## src/rtl/gpio_port_pkg.sv

```systemverilog
package gpio_port_pkg;
    localparam int unsigned ADDR_W = 2;

    typedef enum logic [ADDR_W-1:0] {
        SEL_LEVEL = 2'd0,
        SEL_DIR   = 2'd1,
        SEL_PINS  = 2'd2,
        SEL_NONE  = 2'd3
    } reg_sel_e;
endpackage

```

## src/rtl/gpio_sync.sv

```systemverilog
module gpio_sync #(
    parameter int unsigned W = 8
) (
    input  logic         clk,
    input  logic         rst_n,
    input  logic [W-1:0] pin_i,
    output logic [W-1:0] pin_sync_o
);
    typedef struct packed {
        logic [W-1:0] s1;
        logic [W-1:0] s2;
    } sync_t;

    sync_t st_d, st_q;

    always_comb begin
        st_d    = st_q;
        st_d.s1 = pin_i;
        st_d.s2 = st_q.s1;
    end

    always_ff @(posedge clk or negedge rst_n) begin
        if (!rst_n) st_q <= '0;
        else        st_q <= st_d;
    end

    assign pin_sync_o = st_q.s2;

    // second stage follows first stage by exactly one edge
    a_r9_two_stage: assert property (@(posedge clk) disable iff (!rst_n)
        st_q.s2 == $past(st_q.s1));
endmodule

```

## src/rtl/gpio_regs.sv

```systemverilog
module gpio_regs
    import gpio_port_pkg::*;
#(
    parameter int unsigned W = 8
) (
    input  logic              clk,
    input  logic              rst_n,
    input  logic              wr_i,
    input  logic [ADDR_W-1:0] addr_i,
    input  logic [W-1:0]      wdata_i,
    input  logic [W-1:0]      pins_i,
    output logic [W-1:0]      level_o,
    output logic [W-1:0]      dir_o,
    output logic [W-1:0]      rdata_o
);
    typedef struct packed {
        logic [W-1:0] level;
        logic [W-1:0] dir;
        logic [W-1:0] rdata;
    } regs_t;

    regs_t st_d, st_q;
    reg_sel_e sel;

    always_comb begin
        sel  = reg_sel_e'(addr_i);
        st_d = st_q;
        unique case (sel)
            SEL_LEVEL: st_d.rdata = st_q.level;
            SEL_DIR:   st_d.rdata = st_q.dir;
            SEL_PINS:  st_d.rdata = pins_i;
            default:   st_d.rdata = '0;
        endcase
        if (wr_i) begin
            if (sel == SEL_LEVEL) st_d.level = wdata_i;
            if (sel == SEL_DIR)   st_d.dir   = wdata_i;
        end
    end

    always_ff @(posedge clk or negedge rst_n) begin
        if (!rst_n) st_q <= '0;
        else        st_q <= st_d;
    end

    assign level_o = st_q.level;
    assign dir_o   = st_q.dir;
    assign rdata_o = st_q.rdata;

    // writes aimed at the sample offset leave both control registers alone
    a_r8_pin_write_ignored: assert property (@(posedge clk) disable iff (!rst_n)
        (wr_i && addr_i == 2'd2) |=> ($stable(level_o) && $stable(dir_o)));

    // direction readback arrives one cycle after the address
    a_r7_dir_read_latency: assert property (@(posedge clk) disable iff (!rst_n)
        (addr_i == 2'd1) |=> (rdata_o == $past(dir_o)));

    // the empty offset reads zero
    a_r7_empty_reads_zero: assert property (@(posedge clk) disable iff (!rst_n)
        (addr_i == 2'd3) |=> (rdata_o == '0));
endmodule

```

## src/rtl/gpio_pad_ctl.sv

```systemverilog
module gpio_pad_ctl #(
    parameter int unsigned W        = 8,
    parameter logic [W-1:0] DBG_MASK = 8'hB0
) (
    input  logic         rst_n,
    input  logic         dbg_en,
    input  logic [W-1:0] level_i,
    input  logic [W-1:0] dir_i,
    output logic [W-1:0] pad_out,
    output logic [W-1:0] pad_oe,
    output logic [W-1:0] pad_pu
);
    for (genvar i = 0; i < W; i++) begin : g_pin
        logic listen;
        assign listen     = ~dir_i[i];
        assign pad_out[i] = level_i[i];
        assign pad_oe[i]  = dir_i[i] & rst_n;
        if (DBG_MASK[i]) begin : g_dbg
            assign pad_pu[i] = dbg_en | (listen & level_i[i] & rst_n);
        end else begin : g_plain
            assign pad_pu[i] = listen & level_i[i] & rst_n;
        end
    end

    always_comb begin
        // no pin drives while reset is held
        if (!rst_n) a_r4_tristate_in_reset: assert (pad_oe == '0);
        // debug pins keep their pull-ups whenever debug is enabled
        if (dbg_en) a_r5_debug_pullups: assert ((pad_pu & DBG_MASK) == DBG_MASK);
        // a driving pin outside the debug group has no pull-up
        a_r3_no_pull_on_driver: assert ((pad_pu & pad_oe & ~DBG_MASK) == '0);
    end
endmodule

```

## src/rtl/gpio_port8.sv

```systemverilog
module gpio_port8
    import gpio_port_pkg::*;
#(
    parameter int unsigned W        = 8,
    parameter logic [W-1:0] DBG_MASK = 8'hB0
) (
    input  logic              clk,
    input  logic              rst_n,
    input  logic              bus_wr,
    input  logic [ADDR_W-1:0] bus_addr,
    input  logic [W-1:0]      bus_wdata,
    output logic [W-1:0]      bus_rdata,
    input  logic              dbg_en,
    input  logic [W-1:0]      pin_in,
    output logic [W-1:0]      pad_out,
    output logic [W-1:0]      pad_oe,
    output logic [W-1:0]      pad_pu
);
    logic [W-1:0] pins_sync;
    logic [W-1:0] level_q;
    logic [W-1:0] dir_q;

    gpio_sync #(.W(W)) u_sync (
        .clk        (clk),
        .rst_n      (rst_n),
        .pin_i      (pin_in),
        .pin_sync_o (pins_sync)
    );

    gpio_regs #(.W(W)) u_regs (
        .clk     (clk),
        .rst_n   (rst_n),
        .wr_i    (bus_wr),
        .addr_i  (bus_addr),
        .wdata_i (bus_wdata),
        .pins_i  (pins_sync),
        .level_o (level_q),
        .dir_o   (dir_q),
        .rdata_o (bus_rdata)
    );

    gpio_pad_ctl #(.W(W), .DBG_MASK(DBG_MASK)) u_pad (
        .rst_n   (rst_n),
        .dbg_en  (dbg_en),
        .level_i (level_q),
        .dir_i   (dir_q),
        .pad_out (pad_out),
        .pad_oe  (pad_oe),
        .pad_pu  (pad_pu)
    );
endmodule

```

## config.mk

```make
export PLATFORM = sky130hd
export DESIGN_NAME = gpio_port8
export DESIGN_NICKNAME = d
export VERILOG_FILES = /design/src/rtl/gpio_port_pkg.sv /design/src/rtl/gpio_sync.sv /design/src/rtl/gpio_regs.sv /design/src/rtl/gpio_pad_ctl.sv /design/src/rtl/gpio_port8.sv
export SDC_FILE = /design/constraint.sdc
export NUM_CORES = 1
export LEC_CHECK = 0
export BUFFER_PORTS_ARGS = -buffer_cell sky130_fd_sc_hd__buf_4
export CAP_MARGIN = 20
export CORE_UTILIZATION = 48
export DETAILED_ROUTE_END_ITERATION = 6
export MAX_ROUTING_LAYER = met4
export PLACE_DENSITY_LB_ADDON = 0.1
export SLEW_MARGIN = 20
export SYNTH_ARGS = -nofsm -noshare
export SYNTH_HDL_FRONTEND = slang
export SYNTH_SLANG_ARGS = --single-unit
```

## constraint.sdc

```tcl
create_clock -name clk -period 1.1 [get_ports clk]
set_clock_uncertainty 0.2 [all_clocks]
set_input_delay 0.055 -clock clk [delete_from_list [all_inputs] [get_ports clk]]
set_output_delay 0.055 -clock clk [all_outputs]
set_load 0.01 [all_outputs]
```

==> impl.org, run 1 <==
** GRT
- Entering global routing, the biggest net connects 19 pins.
- The first global-routing pass estimated 5640 um of wire.
- In the global route stage, met3 resource usage came out at 4.62%.
- Global routing finished with a remaining overflow of 0.
- Global routing consumed, on the met2 layer, 41.1% of the routing resources.
- In the global route stage, met1 resource usage came out at 26.5%.
- In the global route stage, overall resource usage came out at 24.6%.
- Via count of the first global-routing pass :: 1200
- The number of antenna violations at the first check in global routing was 0.
- GR peak layer :: met2

** Timing
- Worst slew pin tran :: 0.749 ns
- Post-route minimum period :: 1.35 ns
- Tightest slew margin relative to the limit :: 50.0%
- Setup slack on the critical path of the routed design comes to -0.251 ns.
- Adding up every negative setup slack in the final design gives -4.96 ns.
- Slew Limit Fails :: 0
- For this run, the top clock speed supported by timing is 740 MHz.
- Final Hold Vio Count :: 19
- The tightest hold path in the finished design has a slack of -0.128 ns.
- Crit share post-route :: 123%
- Unrepaired setup endpoints after global routing :: true
- Setup violations remaining at the end of the flow were counted as 43.

** Setup path
- STA classifies the critical path startpoint as a flop.
- Depth of the critical timing path with buffers and inverters included :: 3
- Type of the worst setup path :: flop to output pin
- STA classifies the critical path endpoint as an output pin.
- Together, buffers and inverters on the worst path number 1.
- Crit-path leading delay family :: flip-flops
- Worst path arrival time :: 1.10 ns
- Required time at the endpoint of the critical path :: 0.84 ns
- Walking the worst path, the cells encountered are nand2_1 > o21bai_1 > buf_4.
- Path depth of the worst reg2reg path :: 4
- In this run the worst path has a maximum fanout of 2.
- For this run, the slowest stage of the critical path takes 0.40 ns.
- For this design, the slowest cell found on the critical path is sky130_fd_sc_hd__dfrtp_1.

** Clock network
- In this run, post-CTS hold repair placed 18 buffers.
- H-tree level count :: 2
- Latest clock arrival within the worst-skew pair :: 0.36 ns
- CTS root buffer :: sky130_fd_sc_hd__clkbuf_4
- The clock drives 40 sinks.
- The clock passes through at most 2 buffers.
- TritonCTS built the clock tree.
- TritonCTS buffer count :: 5
- Clock-pin slew was measured on the worst setup and hold paths at 0.11 ns.

** Power and ir drop
- Power spread over the standard cell area amounts to 1460 nW/um2.
- Leakage :: 1.27 nW
- Peak supply drop :: 1.09 mV
- Final total power :: 3.74 mW

** Place
- Placed Instances :: 207
- Detailed placement ended at an HPWL of 2210 um.
- Routability-driven placement finished with a final weighted congestion of 0.699.
- During placement, the flow inserted port buffers numbering 53.
- Worst slack, placed :: -0.130 ns

** Synthesis
- Largest family of logic cells by synthesized area :: multiplexers
- The synthesized netlist devotes 0% of its cell area to XOR and XNOR gates.
- After synthesis the cells add up to 1530 um2.
- Multiplexer fraction of the synthesized cell area :: 17.1%
- During synthesis, Yosys emitted a total of 0 warnings.
- Post-synthesis cell count :: 103
- Yosys cell types :: 15
- Synthesized-area fraction occupied by and/or/nand/nor cells :: 9.43%
- When the netlist entered floorplanning its net count stood at 125.
- The synthesized netlist devotes 0% of its cell area to adder and majority cells.
- Counting flops and latches in the post-synthesis netlist gives 40.
- Share of the yosys chip area belonging to registers :: 65.6%
- Synth top area share :: 65.6%
- Compound-cell area share of the yosys netlist :: 6.07%
- The synthesized design spends more area on one cell type than any other, namely sky130_fd_sc_hd__dfrtp_1.
- A synthesized cell averages 14.8 um2.
- Cell types occupying the most area after synthesis :: sky130_fd_sc_hd__dfrtp_1, sky130_fd_sc_hd__mux2_2, sky130_fd_sc_hd__mux2i_1

** Finish
- Relative to the synthesized area, the layout overhead comes to 68.3%.
- Final design utilization :: 84.8%
- Leaving out fill and tap cells, the most frequent cell in the layout is sky130_fd_sc_hd__buf_4.
- Filler-free cell count of the finished design :: 251
- Antenna diode count :: 0
- Commonest cells after routing, fill and taps aside :: sky130_fd_sc_hd__buf_4, sky130_fd_sc_hd__dfrtp_1, sky130_fd_sc_hd__buf_6
- Layout net count :: 228
- Share of cells above drive strength 1 :: 51.2%

** Floorplanning
- The floorplan has 20 rows.
- Die boundary width :: 58.4 um
- Starting density of the core :: 50.4%
- DIE HEIGHT :: 58.4 um
- Total Die Area :: 3410 um2
- In this run the standard cell core region covers 3030 um2.
- Pin placement for this block handled 54 I/O pins.

** Route
- For this run, design rule violations remaining after detail routing come to 0.
- For this block, the initial DRC count from the detailed router was 31.
- In the routed layout, each cell is associated on average with a via count of 4.77.
- Total Routed Length :: 3800 um
- The pre-antenna-repair detailed-routing pass consisted of 4 iterations.
- Via Count :: 1198
- The detail route stage leaves a number of antenna-violating nets equal to 0.
- In the final routed layout, each cell accounts on average for 15.1 um.

** Min path
- Class of the tightest hold or removal check :: input port to asynchronous set/reset pin

** Flow run
- The tool flagged a number of max-cap violations equal to 0.

** Outcome
- The run finished, with violations left.
- The final reports fail on negative hold slack, negative setup slack.
-- logic make-up after synthesis --
| logic type | Yosys count |
|---|---|
| AO/OA/AOI/OAI | 11 |
| AND/OR/NAND/NOR | 24 |
| multiplexers | 24 |
| buffers and inverters | 4 |
| flip-flops | 40 |
-- final timing paths --
| check | from | endpoint | slack, ns |
|---|---|---|---|
| max | u_regs.level_o[5] | pad_pu[5] | -0.25 |
| min | rst_n | u_sync.pin_sync_o[1] | -0.13 |
| max reg2reg | u_regs.level_o[5] | u_regs.rdata_o[5] | -0.06 |
| min reg2reg | u_sync.st_d[6] | u_sync.pin_sync_o[6] | 0.16 |
| max in group asynchronous | rst_n | u_sync.pin_sync_o[5] | 0.20 |
| min in group clk | bus_addr[1] | u_regs.rdata_o[1] | -0.03 |
-- area by class of cell --
| type | instances | area (um2) |
|---|---|---|
| Sequential cell | 40 | 1000 |
| Timing Repair Buffer | 100 | 933 |
| Multi-Input combinational cell | 59 | 519 |
| Fill cell | 158 | 460 |
| Clock buffer | 8 | 58.8 |
| Tap cell | 44 | 55.1 |
-- repair_timing --
action                                  4_1_cts  5_1_grt
endpoints found under the setup margin       32       85
endpoints found under the hold margin        72       19
setup buffers                                12        9
pin swaps                                     0        7
gates resized for setup                      21       22
-- power by group --
group	switching [mW]	leakage, nW	internal (mW)
Clock	0.454	0.0326	0.315
Sequential	0.138	0.476	1.65
Combinational	0.415	0.757	0.769
-- metal layers --
metal | up-vias | share of wire, %
li1 | 562 | -
met1 | 582 | 40
met2 | 42 | 52
met3 | 12 | 4.2
met4 | 0 | 3.2
met5 | - | 0
-- state kept, by name, summed over array words and instances (netlist names) --
| register | flops |
|---|---|
| u_sync.pin_sync_o | 8 |
| u_regs.dir_o | 8 |
| u_sync.st_d | 8 |
| u_regs.rdata_o | 8 |
| u_regs.level_o | 8 |
-- metrics by stage --
| stage | hold slack [ns] | cell area [um2] |
|---|---|---|
| floorplan | -0.441 | 1530 |
| global placement | -0.223 | 2030 |
| detailed placement | -0.217 | 2030 |
| CTS | -0.0279 | 2440 |
| global route | -0.0880 | 2570 |
| finish | -0.128 | 2570 |
-- synthesized netlist by cell type --
master,number
sky130_fd_sc_hd__o2bb2ai_1,8
sky130_fd_sc_hd__mux2i_1,8
sky130_fd_sc_hd__dfrtp_1,40
sky130_fd_sc_hd__mux2_2,16
sky130_fd_sc_hd__clkbuf_1,1
sky130_fd_sc_hd__buf_6,1
sky130_fd_sc_hd__buf_2,1
sky130_fd_sc_hd__nor2b_1,1
sky130_fd_sc_hd__nand3b_4,1
sky130_fd_sc_hd__nand2_1,8
sky130_fd_sc_hd__nor2_1,5
sky130_fd_sc_hd__buf_4,1
sky130_fd_sc_hd__and2_1,8
sky130_fd_sc_hd__o21bai_1,3
sky130_fd_sc_hd__nor3b_4,1
Note: power is estimated with default switching activity, not from simulation.
==> run 2, diff against run 1 <==
--- a/config.mk
+++ b/config.mk
@@ -11,6 +11,7 @@
 export DETAILED_ROUTE_END_ITERATION = 6
 export MAX_ROUTING_LAYER = met4
 export PLACE_DENSITY_LB_ADDON = 0.1
+export SKIP_LAST_GASP = 1
 export SLEW_MARGIN = 20
 export SYNTH_ARGS = -nofsm -noshare
 export SYNTH_HDL_FRONTEND = slang
==> run 2 against run 1 <==
Net effect:
- the run still ends with negative hold slack, negative setup slack left
- worst setup slack lost 0.017 ns
- die area stayed put
- clock power shrank 2%
- first-iteration DRC count fell by 29%
- worst hold slack improved by 0.0037 ns
- critical path type unchanged
- critical endpoint is now pad_pu[3]
==> impl.org, run 2 (synthesis results as in run 1) <==
** GRT
- The global-route usage over all layers was 24.6% (unchanged).
- Global routing usage on met3 :: 4.62% (unchanged)
- The global-route wire length before repair was 5640 um (unchanged).
- Fraction of met1 tracks used by global routing :: 26.5% (unchanged)
- The number of antenna violations at the first check in global routing was 0 (unchanged).
- The met2 capacity usage during global routing is 41.1% (unchanged).
- Via count of the first global-routing pass :: 1200 (unchanged)
- The highest-utilization routing layer at the global route stage is met2 (unchanged).
- The maximum number of pins on one net before global-route repair came to 19 (unchanged).
- The total congestion overflow is 0 (unchanged).

** Clock network
- TritonCTS clock tree :: built (unchanged)
- The count of hold buffers inserted by post-cts repair is 18 (unchanged).
- The clock slew at the register clock pins of the worst setup and hold paths was 0.11 ns (about the same).
- H-tree level count :: 2 (unchanged)
- Latest clock arrival within the worst-skew pair :: 0.35 ns (was 0.36 ns)
- TritonCTS buffer count :: 5 (unchanged)
- Number of clock sinks seen by CTS :: 40 (unchanged)
- The clock tree buffer depth was 2 (unchanged).
- The clock tree root driver cell is sky130_fd_sc_hd__clkbuf_4 (unchanged).

** Power and ir drop
- The leakage power of the design came to 1.26 nW (was 1.27 nW).
- Pwr Density :: 1460 nW/um2 (about the same)
- Portion of total power attributed to sequential cells :: 48.0% (was 47.8%)
- The switching share of power was 26.8% (was 26.9%).
- Sw power :: 999 uW (was 1.01 mW)
- The final total power is 3.73 mW (was 3.74 mW).
- The clock network fraction of total power came to 20.2% (was 20.6%).
- The portion of total power attributed to combinational logic is 31.8% (was 31.6%).
- The maximum vdd ir drop came to 1.07 mV (was 1.09 mV).
- The internal power contribution came to 2.73 mW (was 2.74 mW).

** Finish
- Antenna diode count :: 0 (unchanged)
- Most common cell after layout, fill and taps aside :: sky130_fd_sc_hd__buf_4 (unchanged)
- The layout cell share with drive strength beyond 1 was 51.2% (unchanged).
- The post-route non-filler standard cell count is 251 (unchanged).
- Final design utilization :: 84.7% (was 84.8%)
- Synthesis-to-layout area growth :: 68.1% (was 68.3%)
- Layout net count :: 228 (unchanged)
- Commonest cells after routing, fill and taps aside: sky130_fd_sc_hd__buf_4, sky130_fd_sc_hd__dfrtp_1, sky130_fd_sc_hd__buf_6 (unchanged).

** Min path
- Class of the tightest hold or removal check :: input port to asynchronous set/reset pin (unchanged)

** Timing
- The final hold violation count was 18 (was 19).
- The worst slew margin relative to its limit was 50.3% (was 50.0%).
- The smallest hold slack was -0.125 ns (was -0.128 ns).
- Highest attainable clock frequency :: 731 MHz (was 740 MHz)
- Post-route minimum period :: 1.37 ns (was 1.35 ns)
- Crit share post-route :: 124% (was 123%)
- The count of final setup violators was 44 (was 43).
- The number of max-slew violations in the final report came to 0 (unchanged).
- The transition time at the pin with the least slew margin is 0.745 ns (was 0.749 ns).
- Unrepaired setup endpoints after global routing :: true (unchanged)
- The worst-case setup margin in the final layout was -0.268 ns (was -0.251 ns).

** Setup path
- The type of the worst setup path was flop to output pin (unchanged).
- Cell with the largest stage delay on the worst path :: sky130_fd_sc_hd__dfrtp_1 (unchanged)
- WP buf/inv :: 1 (unchanged)
- The length in cells of the worst reg-to-reg path came to 4 (unchanged).
- Worst flop-to-flop path endpoint :: u_regs.rdata_o[5] (unchanged)
- The launching point of the worst reg2reg path was u_regs.level_o[5] (unchanged).
- Launching element of the worst setup path :: u_regs.level_o[3] (was u_regs.level_o[5])
- Highest fanout seen on the critical path :: 3 (was 2)
- Kind of end point of the critical path :: output pin (unchanged)
- Ordered cell list for the critical path: nand2_1 > nor2_1 > buf_4 (was nand2_1 > o21bai_1 > buf_4).
- The worst path arrival time came to 1.11 ns (was 1.10 ns).
- Slack of the worst reg-to-reg path :: -0.06 ns (about the same)
- Required time at the endpoint of the critical path :: 0.84 ns (about the same)
- Worst Setup Start Kind :: flop (unchanged)
- The kind of cell adding the most delay to the critical path is flip-flops (unchanged).
- Slowest Stage Delay on Critical Path :: 0.42 ns (was 0.40 ns)

** Route
- Total Routed Length :: 3900 um (was 3800 um)
- The overall via count from detail_route came to 1204 (was 1198).
- Routed wire per std cell :: 15.5 um (was 15.1 um)
- DRC Markers :: 0 (unchanged)
- DRT antenna net count :: 0 (unchanged)
- The number of violations reported at the end of detailed-routing iteration 0 was 22 (was 31).
- Detailed Routing Iterations Pass 1 :: 3 (was 4)
- Via-to-Cell Ratio :: 4.80 (was 4.77)

** Place
- The number of input and output port buffers inserted is 53 (unchanged).
- Worst slack, placed :: -0.130 ns (unchanged)
- The HPWL after detailed placement is 2210 um (unchanged).
- Final GP Congestion :: 0.699 (unchanged)
- Placed Instances :: 207 (unchanged)

** Floorplanning
- DIE HEIGHT :: 58.4 um (unchanged)
- Total Die Area :: 3410 um2 (unchanged)
- The horizontal die dimension is 58.4 um (unchanged).
- The placeable core region is 3030 um2 (unchanged).
- The number of ports placed on the die boundary was 54 (unchanged).
- Starting density of the core :: 50.4% (unchanged)
- Cell Rows :: 20 (unchanged)

** Flow run
- The max-capacitance violation count is 0 (unchanged).

** Outcome
- Run status: complete, but fails checks (unchanged).
- Violations in the final reports :: negative hold slack, negative setup slack (unchanged)
==> run 2: cell counts in the layout (fill, tap and decap cells not counted) <==
No cell type changed its count.
==> run 2: routing by layer <==
metal / share of wire (%) / wire length [um]
met5: 0 / 0
met3: 4.2 / 164
met4: 4.1 / 160
met1: 39 / 1500
met2: 53 / 2070
==> run 2: what timing repair did <==
| item | 4_1_cts | 5_1_grt |
|---|---|---|
| gates resized for setup | 21 | 21 |
| endpoints found under the setup margin | 32 | 85 |
| hold endpoints to repair | 72 | 19 |
| buffers inserted | 12 | 9 |
| pin swaps | 0 | 5 |
==> run 2: power groups by stage <==
stage               clock (mW)  sequential, mW  combinational, mW
detailed placement           0            1.82              0.733
global route             0.841            1.81               1.26
floorplan                    0            1.83              0.286
finish                   0.754            1.79               1.19
CTS                      0.778            1.78               1.01
global placement             0            1.80              0.718
==> run 2: area by class of cell <==
cell class | instances | area, um2
repair buffers | 100 | 933
multi-input cells | 59 | 515
flip-flops and latches | 40 | 1000
well taps | 44 | 55.1
fillers | 161 | 464
clock buffers | 8 | 58.8
==> run 2: how the worst max path moves through the flow <==
stage	slack, ns	to	cells after the start
2_1_floorplan	0.02	u_regs.level_o[0]	2
3_3_place_gp	-0.11	u_regs.rdata_o[5]	3
3_5_place_dp	-0.13	u_regs.rdata_o[7]	3
4_1_cts	-0.24	pad_pu[5]	2
5_1_grt	-0.33	pad_pu[4]	3
6_report	-0.27	pad_pu[3]	3
==> run 2: worst register-to-register path, cell delays in order (launching register included) <==
cell	delay, ns
sky130_fd_sc_hd__dfrtp_1	0.42
sky130_fd_sc_hd__buf_6	0.14
sky130_fd_sc_hd__buf_6	0.10
sky130_fd_sc_hd__mux2i_1	0.13
sky130_fd_sc_hd__o2bb2ai_1	0.07
==> run 2: metrics by stage <==
step | hold WS (ns) | TNS, ns | cell area, um2
floorplan | -0.441 | 0 | 1530
detailed placement | -0.217 | -2.05 | 2030
global route | -0.0888 | -6.83 | 2560
global placement | -0.223 | -1.81 | 2030
CTS | -0.0279 | -10.31 | 2440
finish | -0.125 | -4.94 | 2560
